[src/rtl/dma_xlat_pkg.sv]
package dma_xlat_pkg;
  typedef enum logic [1:0] {
    ST_IDLE  = 2'd0,
    ST_FETCH = 2'd1,
    ST_WAIT  = 2'd2,
    ST_RESP  = 2'd3
  } walk_state_e;

  typedef enum logic [1:0] {
    CFG_BASE  = 2'd0,
    CFG_SIZE  = 2'd1,
    CFG_FLUSH = 2'd2,
    CFG_SPARE = 2'd3
  } cfg_sel_e;
endpackage

[src/rtl/dma_xlat_cfg.sv]
module dma_xlat_cfg
  import dma_xlat_pkg::*;
#(
  parameter int unsigned AW        = 32,
  parameter int unsigned LIMIT_RST = 32768
) (
  input  logic          clk,
  input  logic          rst_n,
  input  logic          cfg_wr,
  input  logic [1:0]    cfg_sel,
  input  logic [AW-1:0] cfg_wdata,
  output logic [AW-1:0] base_o,
  output logic [AW-1:0] size_o,
  output logic          flush_o
);
  logic [AW-1:0] base_q;
  logic [AW-1:0] size_q;

  always_ff @(posedge clk or negedge rst_n) begin
    if (!rst_n) begin
      base_q <= '0;
      size_q <= AW'(LIMIT_RST);
    end else if (cfg_wr) begin
      if (cfg_sel == CFG_BASE) base_q <= cfg_wdata;
      if (cfg_sel == CFG_SIZE) size_q <= cfg_wdata;
    end
  end

  assign base_o  = base_q;
  assign size_o  = size_q;
  assign flush_o = cfg_wr && (cfg_sel == CFG_FLUSH);
endmodule

[src/rtl/dma_xlat_index.sv]
module dma_xlat_index #(
  parameter int unsigned REQ_W  = 32,
  parameter int unsigned LA_W   = 24,
  parameter int unsigned PG_SH  = 12,
  parameter int unsigned ENT_SH = 3,
  parameter int unsigned AW     = 32
) (
  input  logic [REQ_W-PG_SH-1:0] page,
  input  logic [AW-1:0]          base,
  input  logic [AW-1:0]          size,
  output logic [LA_W-PG_SH-1:0]  idx,
  output logic                   fault,
  output logic [AW-1:0]          ent_addr
);
  localparam int unsigned IDX_W = LA_W - PG_SH;
  localparam int unsigned OFF_W = IDX_W + ENT_SH;
  localparam int unsigned PGN_W = REQ_W - PG_SH;

  logic          in_range;
  logic [AW-1:0] ent_off;

  assign in_range = (page[PGN_W-1:IDX_W] == '0);
  assign idx      = page[IDX_W-1:0];
  assign ent_off  = {{(AW-OFF_W){1'b0}}, idx, {ENT_SH{1'b0}}};
  assign fault    = !in_range || (ent_off >= size);
  assign ent_addr = base + ent_off;
endmodule

[src/rtl/dma_xlat_cache.sv]
module dma_xlat_cache #(
  parameter int unsigned WAYS  = 4,
  parameter int unsigned IDX_W = 12,
  parameter int unsigned FRM_W = 17
) (
  input  logic             clk,
  input  logic             rst_n,
  input  logic             flush,
  input  logic [IDX_W-1:0] look_idx,
  output logic             hit,
  output logic [FRM_W-1:0] hit_frm,
  input  logic             fill_en,
  input  logic [IDX_W-1:0] fill_idx,
  input  logic [FRM_W-1:0] fill_frm
);
  localparam int unsigned WAY_W = (WAYS > 1) ? $clog2(WAYS) : 1;

  logic [WAYS-1:0]  match;
  logic [FRM_W-1:0] way_frm [WAYS];
  logic [WAY_W-1:0] rr_q;

  for (genvar w = 0; w < WAYS; w++) begin : g_way
    logic             v_q;
    logic [IDX_W-1:0] t_q;
    logic [FRM_W-1:0] f_q;

    always_ff @(posedge clk or negedge rst_n) begin
      if (!rst_n) begin
        v_q <= 1'b0;
        t_q <= '0;
        f_q <= '0;
      end else if (flush) begin
        v_q <= 1'b0;
      end else if (fill_en && (rr_q == WAY_W'(w))) begin
        v_q <= 1'b1;
        t_q <= fill_idx;
        f_q <= fill_frm;
      end
    end

    assign match[w]   = v_q && (t_q == look_idx);
    assign way_frm[w] = f_q;
  end

  always_ff @(posedge clk or negedge rst_n) begin
    if (!rst_n) begin
      rr_q <= '0;
    end else if (fill_en && !flush) begin
      rr_q <= (rr_q == WAY_W'(WAYS - 1)) ? '0 : rr_q + 1'b1;
    end
  end

  always_comb begin
    hit_frm = '0;
    for (int w = 0; w < WAYS; w++) begin
      if (match[w]) hit_frm = hit_frm | way_frm[w];
    end
  end

  assign hit = |match;
endmodule

[src/rtl/dma_xlat_walk.sv]
module dma_xlat_walk
  import dma_xlat_pkg::*;
#(
  parameter int unsigned REQ_W = 32,
  parameter int unsigned PA_W  = 29,
  parameter int unsigned PG_SH = 12,
  parameter int unsigned IDX_W = 12,
  parameter int unsigned AW    = 32,
  parameter int unsigned DW    = 32
) (
  input  logic                  clk,
  input  logic                  rst_n,
  input  logic                  req_valid,
  output logic                  req_ready,
  input  logic [REQ_W-1:0]      req_laddr,
  input  logic                  fault,
  input  logic                  hit,
  input  logic [PA_W-PG_SH-1:0] hit_frm,
  input  logic [IDX_W-1:0]      idx,
  input  logic [AW-1:0]         ent_addr,
  input  logic                  flush,
  output logic                  rsp_valid,
  input  logic                  rsp_ready,
  output logic [PA_W-1:0]       rsp_paddr,
  output logic                  rsp_err,
  output logic                  mem_rd_valid,
  input  logic                  mem_rd_ready,
  output logic [AW-1:0]         mem_rd_addr,
  input  logic                  mem_rd_rvalid,
  input  logic [DW-1:0]         mem_rd_rdata,
  output logic                  fill_en,
  output logic [IDX_W-1:0]      fill_idx,
  output logic [PA_W-PG_SH-1:0] fill_frm,
  output logic                  err_flag,
  output logic [REQ_W-1:0]      err_laddr
);
  walk_state_e        state_q;
  logic [PA_W-1:0]    paddr_q;
  logic               err_q;
  logic [AW-1:0]      addr_q;
  logic [IDX_W-1:0]   idx_q;
  logic [PG_SH-1:0]   off_q;
  logic               drop_q;
  logic               flag_q;
  logic [REQ_W-1:0]   flt_addr_q;
  logic               unused_rdata;

  assign unused_rdata = ^{mem_rd_rdata[DW-1:PA_W], mem_rd_rdata[PG_SH-1:0]};

  always_ff @(posedge clk or negedge rst_n) begin
    if (!rst_n) begin
      state_q    <= ST_IDLE;
      paddr_q    <= '0;
      err_q      <= 1'b0;
      addr_q     <= '0;
      idx_q      <= '0;
      off_q      <= '0;
      drop_q     <= 1'b0;
      flag_q     <= 1'b0;
      flt_addr_q <= '0;
    end else begin
      case (state_q)
        ST_IDLE: begin
          if (req_valid) begin
            off_q  <= req_laddr[PG_SH-1:0];
            idx_q  <= idx;
            drop_q <= 1'b0;
            if (fault) begin
              err_q      <= 1'b1;
              paddr_q    <= '0;
              flag_q     <= 1'b1;
              flt_addr_q <= req_laddr;
              state_q    <= ST_RESP;
            end else if (hit) begin
              err_q   <= 1'b0;
              paddr_q <= {hit_frm, req_laddr[PG_SH-1:0]};
              state_q <= ST_RESP;
            end else begin
              err_q   <= 1'b0;
              addr_q  <= ent_addr;
              state_q <= ST_FETCH;
            end
          end
        end
        ST_FETCH: begin
          if (flush) drop_q <= 1'b1;
          if (mem_rd_ready) state_q <= ST_WAIT;
        end
        ST_WAIT: begin
          if (flush) drop_q <= 1'b1;
          if (mem_rd_rvalid) begin
            paddr_q <= {mem_rd_rdata[PA_W-1:PG_SH], off_q};
            state_q <= ST_RESP;
          end
        end
        default: begin
          if (rsp_ready) state_q <= ST_IDLE;
        end
      endcase
    end
  end

  assign req_ready    = (state_q == ST_IDLE);
  assign rsp_valid    = (state_q == ST_RESP);
  assign rsp_paddr    = paddr_q;
  assign rsp_err      = err_q;
  assign mem_rd_valid = (state_q == ST_FETCH);
  assign mem_rd_addr  = addr_q;
  assign fill_en      = (state_q == ST_WAIT) && mem_rd_rvalid && !drop_q && !flush;
  assign fill_idx     = idx_q;
  assign fill_frm     = mem_rd_rdata[PA_W-1:PG_SH];
  assign err_flag     = flag_q;
  assign err_laddr    = flt_addr_q;
endmodule

[src/rtl/dma_xlat.sv]
module dma_xlat #(
  parameter int unsigned REQ_W     = 32,
  parameter int unsigned LA_W      = 24,
  parameter int unsigned PA_W      = 29,
  parameter int unsigned PG_SH     = 12,
  parameter int unsigned ENT_SH    = 3,
  parameter int unsigned WAYS      = 4,
  parameter int unsigned AW        = 32,
  parameter int unsigned DW        = 32,
  parameter int unsigned LIMIT_RST = 32768
) (
  input  logic             clk,
  input  logic             rst_n,
  input  logic             cfg_wr,
  input  logic [1:0]       cfg_sel,
  input  logic [AW-1:0]    cfg_wdata,
  input  logic             req_valid,
  output logic             req_ready,
  input  logic [REQ_W-1:0] req_laddr,
  output logic             rsp_valid,
  input  logic             rsp_ready,
  output logic [PA_W-1:0]  rsp_paddr,
  output logic             rsp_err,
  output logic             mem_rd_valid,
  input  logic             mem_rd_ready,
  output logic [AW-1:0]    mem_rd_addr,
  input  logic             mem_rd_rvalid,
  input  logic [DW-1:0]    mem_rd_rdata,
  output logic             err_flag,
  output logic [REQ_W-1:0] err_laddr
);
  localparam int unsigned IDX_W = LA_W - PG_SH;
  localparam int unsigned FRM_W = PA_W - PG_SH;

  logic [AW-1:0]    tbl_base;
  logic [AW-1:0]    tbl_size;
  logic             flush;
  logic [IDX_W-1:0] idx;
  logic             fault;
  logic [AW-1:0]    ent_addr;
  logic             raw_hit;
  logic [FRM_W-1:0] hit_frm;
  logic             fill_en;
  logic [IDX_W-1:0] fill_idx;
  logic [FRM_W-1:0] fill_frm;

  dma_xlat_cfg #(.AW(AW), .LIMIT_RST(LIMIT_RST)) u_cfg (
    .clk(clk), .rst_n(rst_n), .cfg_wr(cfg_wr), .cfg_sel(cfg_sel),
    .cfg_wdata(cfg_wdata), .base_o(tbl_base), .size_o(tbl_size), .flush_o(flush)
  );

  dma_xlat_index #(.REQ_W(REQ_W), .LA_W(LA_W), .PG_SH(PG_SH), .ENT_SH(ENT_SH), .AW(AW)) u_index (
    .page(req_laddr[REQ_W-1:PG_SH]), .base(tbl_base), .size(tbl_size),
    .idx(idx), .fault(fault), .ent_addr(ent_addr)
  );

  dma_xlat_cache #(.WAYS(WAYS), .IDX_W(IDX_W), .FRM_W(FRM_W)) u_cache (
    .clk(clk), .rst_n(rst_n), .flush(flush), .look_idx(idx),
    .hit(raw_hit), .hit_frm(hit_frm),
    .fill_en(fill_en), .fill_idx(fill_idx), .fill_frm(fill_frm)
  );

  dma_xlat_walk #(.REQ_W(REQ_W), .PA_W(PA_W), .PG_SH(PG_SH), .IDX_W(IDX_W), .AW(AW), .DW(DW)) u_walk (
    .clk(clk), .rst_n(rst_n),
    .req_valid(req_valid), .req_ready(req_ready), .req_laddr(req_laddr),
    .fault(fault), .hit(raw_hit && !flush), .hit_frm(hit_frm), .idx(idx),
    .ent_addr(ent_addr), .flush(flush),
    .rsp_valid(rsp_valid), .rsp_ready(rsp_ready), .rsp_paddr(rsp_paddr), .rsp_err(rsp_err),
    .mem_rd_valid(mem_rd_valid), .mem_rd_ready(mem_rd_ready), .mem_rd_addr(mem_rd_addr),
    .mem_rd_rvalid(mem_rd_rvalid), .mem_rd_rdata(mem_rd_rdata),
    .fill_en(fill_en), .fill_idx(fill_idx), .fill_frm(fill_frm),
    .err_flag(err_flag), .err_laddr(err_laddr)
  );
endmodule

[config.mk]
export PLATFORM = sky130hd
export DESIGN_NAME = dma_xlat
export DESIGN_NICKNAME = d
export VERILOG_FILES = /design/src/rtl/dma_xlat_pkg.sv /design/src/rtl/dma_xlat_cfg.sv /design/src/rtl/dma_xlat_index.sv /design/src/rtl/dma_xlat_cache.sv /design/src/rtl/dma_xlat_walk.sv /design/src/rtl/dma_xlat.sv
export SDC_FILE = /design/constraint.sdc
export NUM_CORES = 1
export LEC_CHECK = 0
export BUFFER_PORTS_ARGS = -buffer_cell sky130_fd_sc_hd__buf_2
export CAP_MARGIN = 0
export CORE_MARGIN = 5
export CORE_UTILIZATION = 45
export DETAILED_ROUTE_END_ITERATION = 8
export GPL_ROUTABILITY_DRIVEN = 0
export PLACE_DENSITY = 0.65
export SLEW_MARGIN = 20
export SYNTH_ARGS = -nofsm -noshare
export SYNTH_HDL_FRONTEND = slang
export SYNTH_SLANG_ARGS = --single-unit
[constraint.sdc]
create_clock -name clk -period 4.9 [get_ports clk]
set_input_delay 0.49 -clock clk [delete_from_list [all_inputs] [get_ports clk]]
set_output_delay 0.49 -clock clk [all_outputs]
set_load 0.01 [all_outputs]
==> impl_results.md <==
- Status: finished with violations
- Violated checks: hold timing
- Pin count of the biggest net entering global routing: 106
- Sequential area share after synthesis: 54.7%
- Final nets: 1414
- Multi-input logic area: 5980 um2
- Initial antenna violation count: 3
- Critical path cell sequence: inv_1, ha_1, nor4b_1, o2111ai_1, a211oi_1, or4_1, and2_1, buf_4, nand3_2, mux2_2
- Worst vdd ir: 0.312 mV
- Worst-skew pair later-pin latency: 0.50 ns
- # rows: 64
- Delay-heaviest family, CP: simple AND/OR/NAND/NOR gates
- Setup TNS: 0 ns
- Final worst path period share: 75.4%
- Syn avg cell area: 12.9 um2
- Internal power: 6.66 mW
- Final hold vios: 10
- Reg clk slew, reported paths: 0.06 ns
- M1 WL: 14300 um
- Metal3 WL: 1770 um
- Crit start category: register
- Area grow syn2layout: 18.2%
- Antenna-violating nets left: 0
- Top_reg_cell synth: dfrtp_1
- CTS tree: yes
- Fillers: 2708
- CP required: 5.28 ns
- CTS root buffer: clkbuf_16
- Metal2 WL: 14600 um
- Grt ovf: 0
- RSZ-0062 raised after global routing: no
- Drt first pass iters: 4
- Gate power share: 29.1%
- DIE AREA: 34900 um2
- Cell area after synthesis: 14100 um2
- Worst setup path class: register to register
- Setup Fix Bufs, Post-CTS: 0
- Post-Route WL: 31200 um
- Cts bufs inserted: 35
- DRC: 0
- Max-slew violations: 0
- Share of layout cells above drive strength 1: 40.4%
- Vias in the first global route: 9674
- GRT Util Overall: 17.8%
- Worst slew margin: 29.6%
- Chip Width: 187 um
- CP endpoint kind: register
- P_leak: 7.69 nW
- Post-DR wirelength/cell: 18.4 um
- Height of the die: 187 um
- Switching share of power: 30.0%
- Yosys Warn Count: 0
- Post-synthesis net count: 1231
- H-tree lvl count: 2
- DR iter-0 viols: 406
- Min Hold Slack: -0.0385 ns
- First-pass GRT wire length: 51600 um
- Seq pwr share: 42.4%
- Storage cell area: 7710 um2
- Ports: 203
- Top Layer Used: met5
- Fmax: 0.271 GHz
- Buffers on Ports: 187
- EDFF count, synth: 0
- Ys async rst share: 100%
- CORE AREA: 30700 um2
- Worst hold path type: input port to async pin
- Hold-fix buffers at CTS: 0
- Synthesis-stage register bit count: 308
- Worst Tran Pin Value: 1.06 ns
- Clock share of power: 28.5%
- Worst Path Arrival: 4.07 ns
- Power Density: 572 nW/um2
- Via Count: 9071
- Post-Synthesis Cells: 1093
- Cell taking the most area after synthesis: dfrtp_1
- WP buf/inv: 2
- PostCTS Resize Cnt: 0
- CP max stage delay: 0.84 ns
- Number of distinct library cells after synthesis: 54
- Setup violations, final: 0
- Critical path's slowest cell: nand3_2
- Minimum clock period: 3.69 ns
- HPWL after DPL: 20800 um
- Sink Count: 308
- Net Sw Power: 2.86 mW
- Drt via density: 5.34
- CP max FO: 34
- Initial Utilization: 45.8%
- Synth top area share: 54.5%
- Synth top area cells: dfrtp_1 55%, mux2_2 20%, xnor2_1 4.5%
- Maximum clock insertion buffer count: 3
- Max cap viols: 0
- Clock Skews: 0.0109 ns
-- cells in the mapped netlist (4+ instances only) --
master    number
dfrtp_1      307
mux2_2       253
xnor2_1       72
nand2_1       62
inv_1         42
clkbuf_1      36
nor2_1        36
ha_1          32
a21oi_1       29
buf_2         19
o31ai_1       18
a221oi_1      17
a22o_1        17
o21ai_0       17
a31oi_1       12
mux2i_1       12
and2_1        11
mux2_1        10
nand3_1       10
nand4_1       10
nor4_1         9
a21o_1         4
nor2b_1        4
nor3_1         4
nor4_4         4
o21a_1         4
-- routing by layer --
layer,track usage (%),up-vias
met1,24.4,4564
li1,-,4247
met4,3.98,6
met2,29.2,210
met3,4.22,44
met5,0,-
-- state kept, by name, summed over array words and instances, names as in the netlist --
name and flops:
u_walk.rsp_err 1, u_walk.err_laddr 32, u_cfg.base_o 32, u_cache.g_way.f_q 68
u_walk.state_q 2, u_cache.rr_q 2, u_walk.err_flag 1, u_walk.drop_q 1
u_cache.g_way.v_q 4, u_walk.fill_idx 12, u_cache.g_way.t_q 48, u_walk.mem_rd_addr 32
u_walk.rsp_paddr 29, u_walk.off_q 12, u_cfg.size_o 32
-- per-stage QoR --
stage / total power, mW / area, um2 / utilization (%) / setup slack [ns] / cells
after global placement: 6.77 / 15400 / 50.2 / 0.772 / 1635
final: 9.52 / 16600 / 54.1 / 1.21 / 1699
after global routing: 10.1 / 16600 / 54.1 / 0.884 / 1698
after CTS: 9.67 / 16600 / 54.1 / 1.12 / 1698
after floorplan: 6.01 / 14100 / - / 2.12 / 1093
after detailed placement: 6.89 / 15400 / 50.2 / 0.767 / 1635
-- cell families (layout without fill, tap and decap cells) --
group / count (synthesis) / in the layout / synth area share (%)
fa+ha+maj: 33 / 33 / 2.98
xor+xnor: 73 / 73 / 4.54
buf+inv: 101 / 310 / 2.99
other cells: 0 / 1 / 0
simple gates: 168 / 168 / 6.16
mux: 275 / 275 / 21.9
flops: 308 / 308 / 54.7
compound gates: 135 / 135 / 6.73
-- worst paths after layout --
check | slack [ns] | startpoint | depth (start not counted) | to
setup / recovery | 1.21 | u_cfg.size_o[3]$_DFFE_PN0P_ | 10 | u_walk.err_laddr[28]$_DFFE_PN0P_
hold / removal | -0.04 | rst_n | 1 | u_cfg.base_o[25]$_DFFE_PN0P_
setup reg to reg | 1.21 | u_cfg.size_o[3]$_DFFE_PN0P_ | 10 | u_walk.err_laddr[28]$_DFFE_PN0P_
hold reg to reg | 0.46 | u_walk.err_flag$_DFFE_PN0P_ | 1 | u_walk.err_flag$_DFFE_PN0P_
max in group asynchronous | 3.70 | rst_n | 2 | u_cfg.size_o[1]$_DFFE_PN0P_
min in group clk | 0.22 | cfg_wdata[22] | 3 | u_cfg.base_o[22]$_DFFE_PN0P_
-- cells in the final DEF, fill, tap and decap left out, types with 17 or more instances in the layout --
cell type  count
inv_1         42
a22o_1        17
o31ai_1       18
a221oi_1      17
clkbuf_16     37
buf_2        186
o21ai_0       17
dfrtp_1      307
nand2_1       62
a21oi_1       29
buf_4         17
mux2_2       253
ha_1          31
nor2_1        36
xnor2_1       72
-- power by group through the flow --
stage          clock (mW)  combinational (mW)  sequential [mW]
2_1_floorplan           0                1.95             4.07
3_3_place_gp            0                2.74             4.02
3_5_place_dp            0                2.82             4.07
4_1_cts              2.80                2.83             4.04
5_1_grt              2.92                3.08             4.15
6_report             2.71                2.77             4.04
-- final cells by class --
cell class                      instances  area share (%)
Multi-Input combinational cell        684            35.9
Sequential cell                       308            46.3
Tap cell                              396            2.98
Timing Repair Buffer                  205            6.57
Clock inverter                          9           0.909
Clock buffer                           54            6.37
Antenna cell                            1          0.0150
Inverter                               42           0.947
Power figures use the tool's default switching activity.
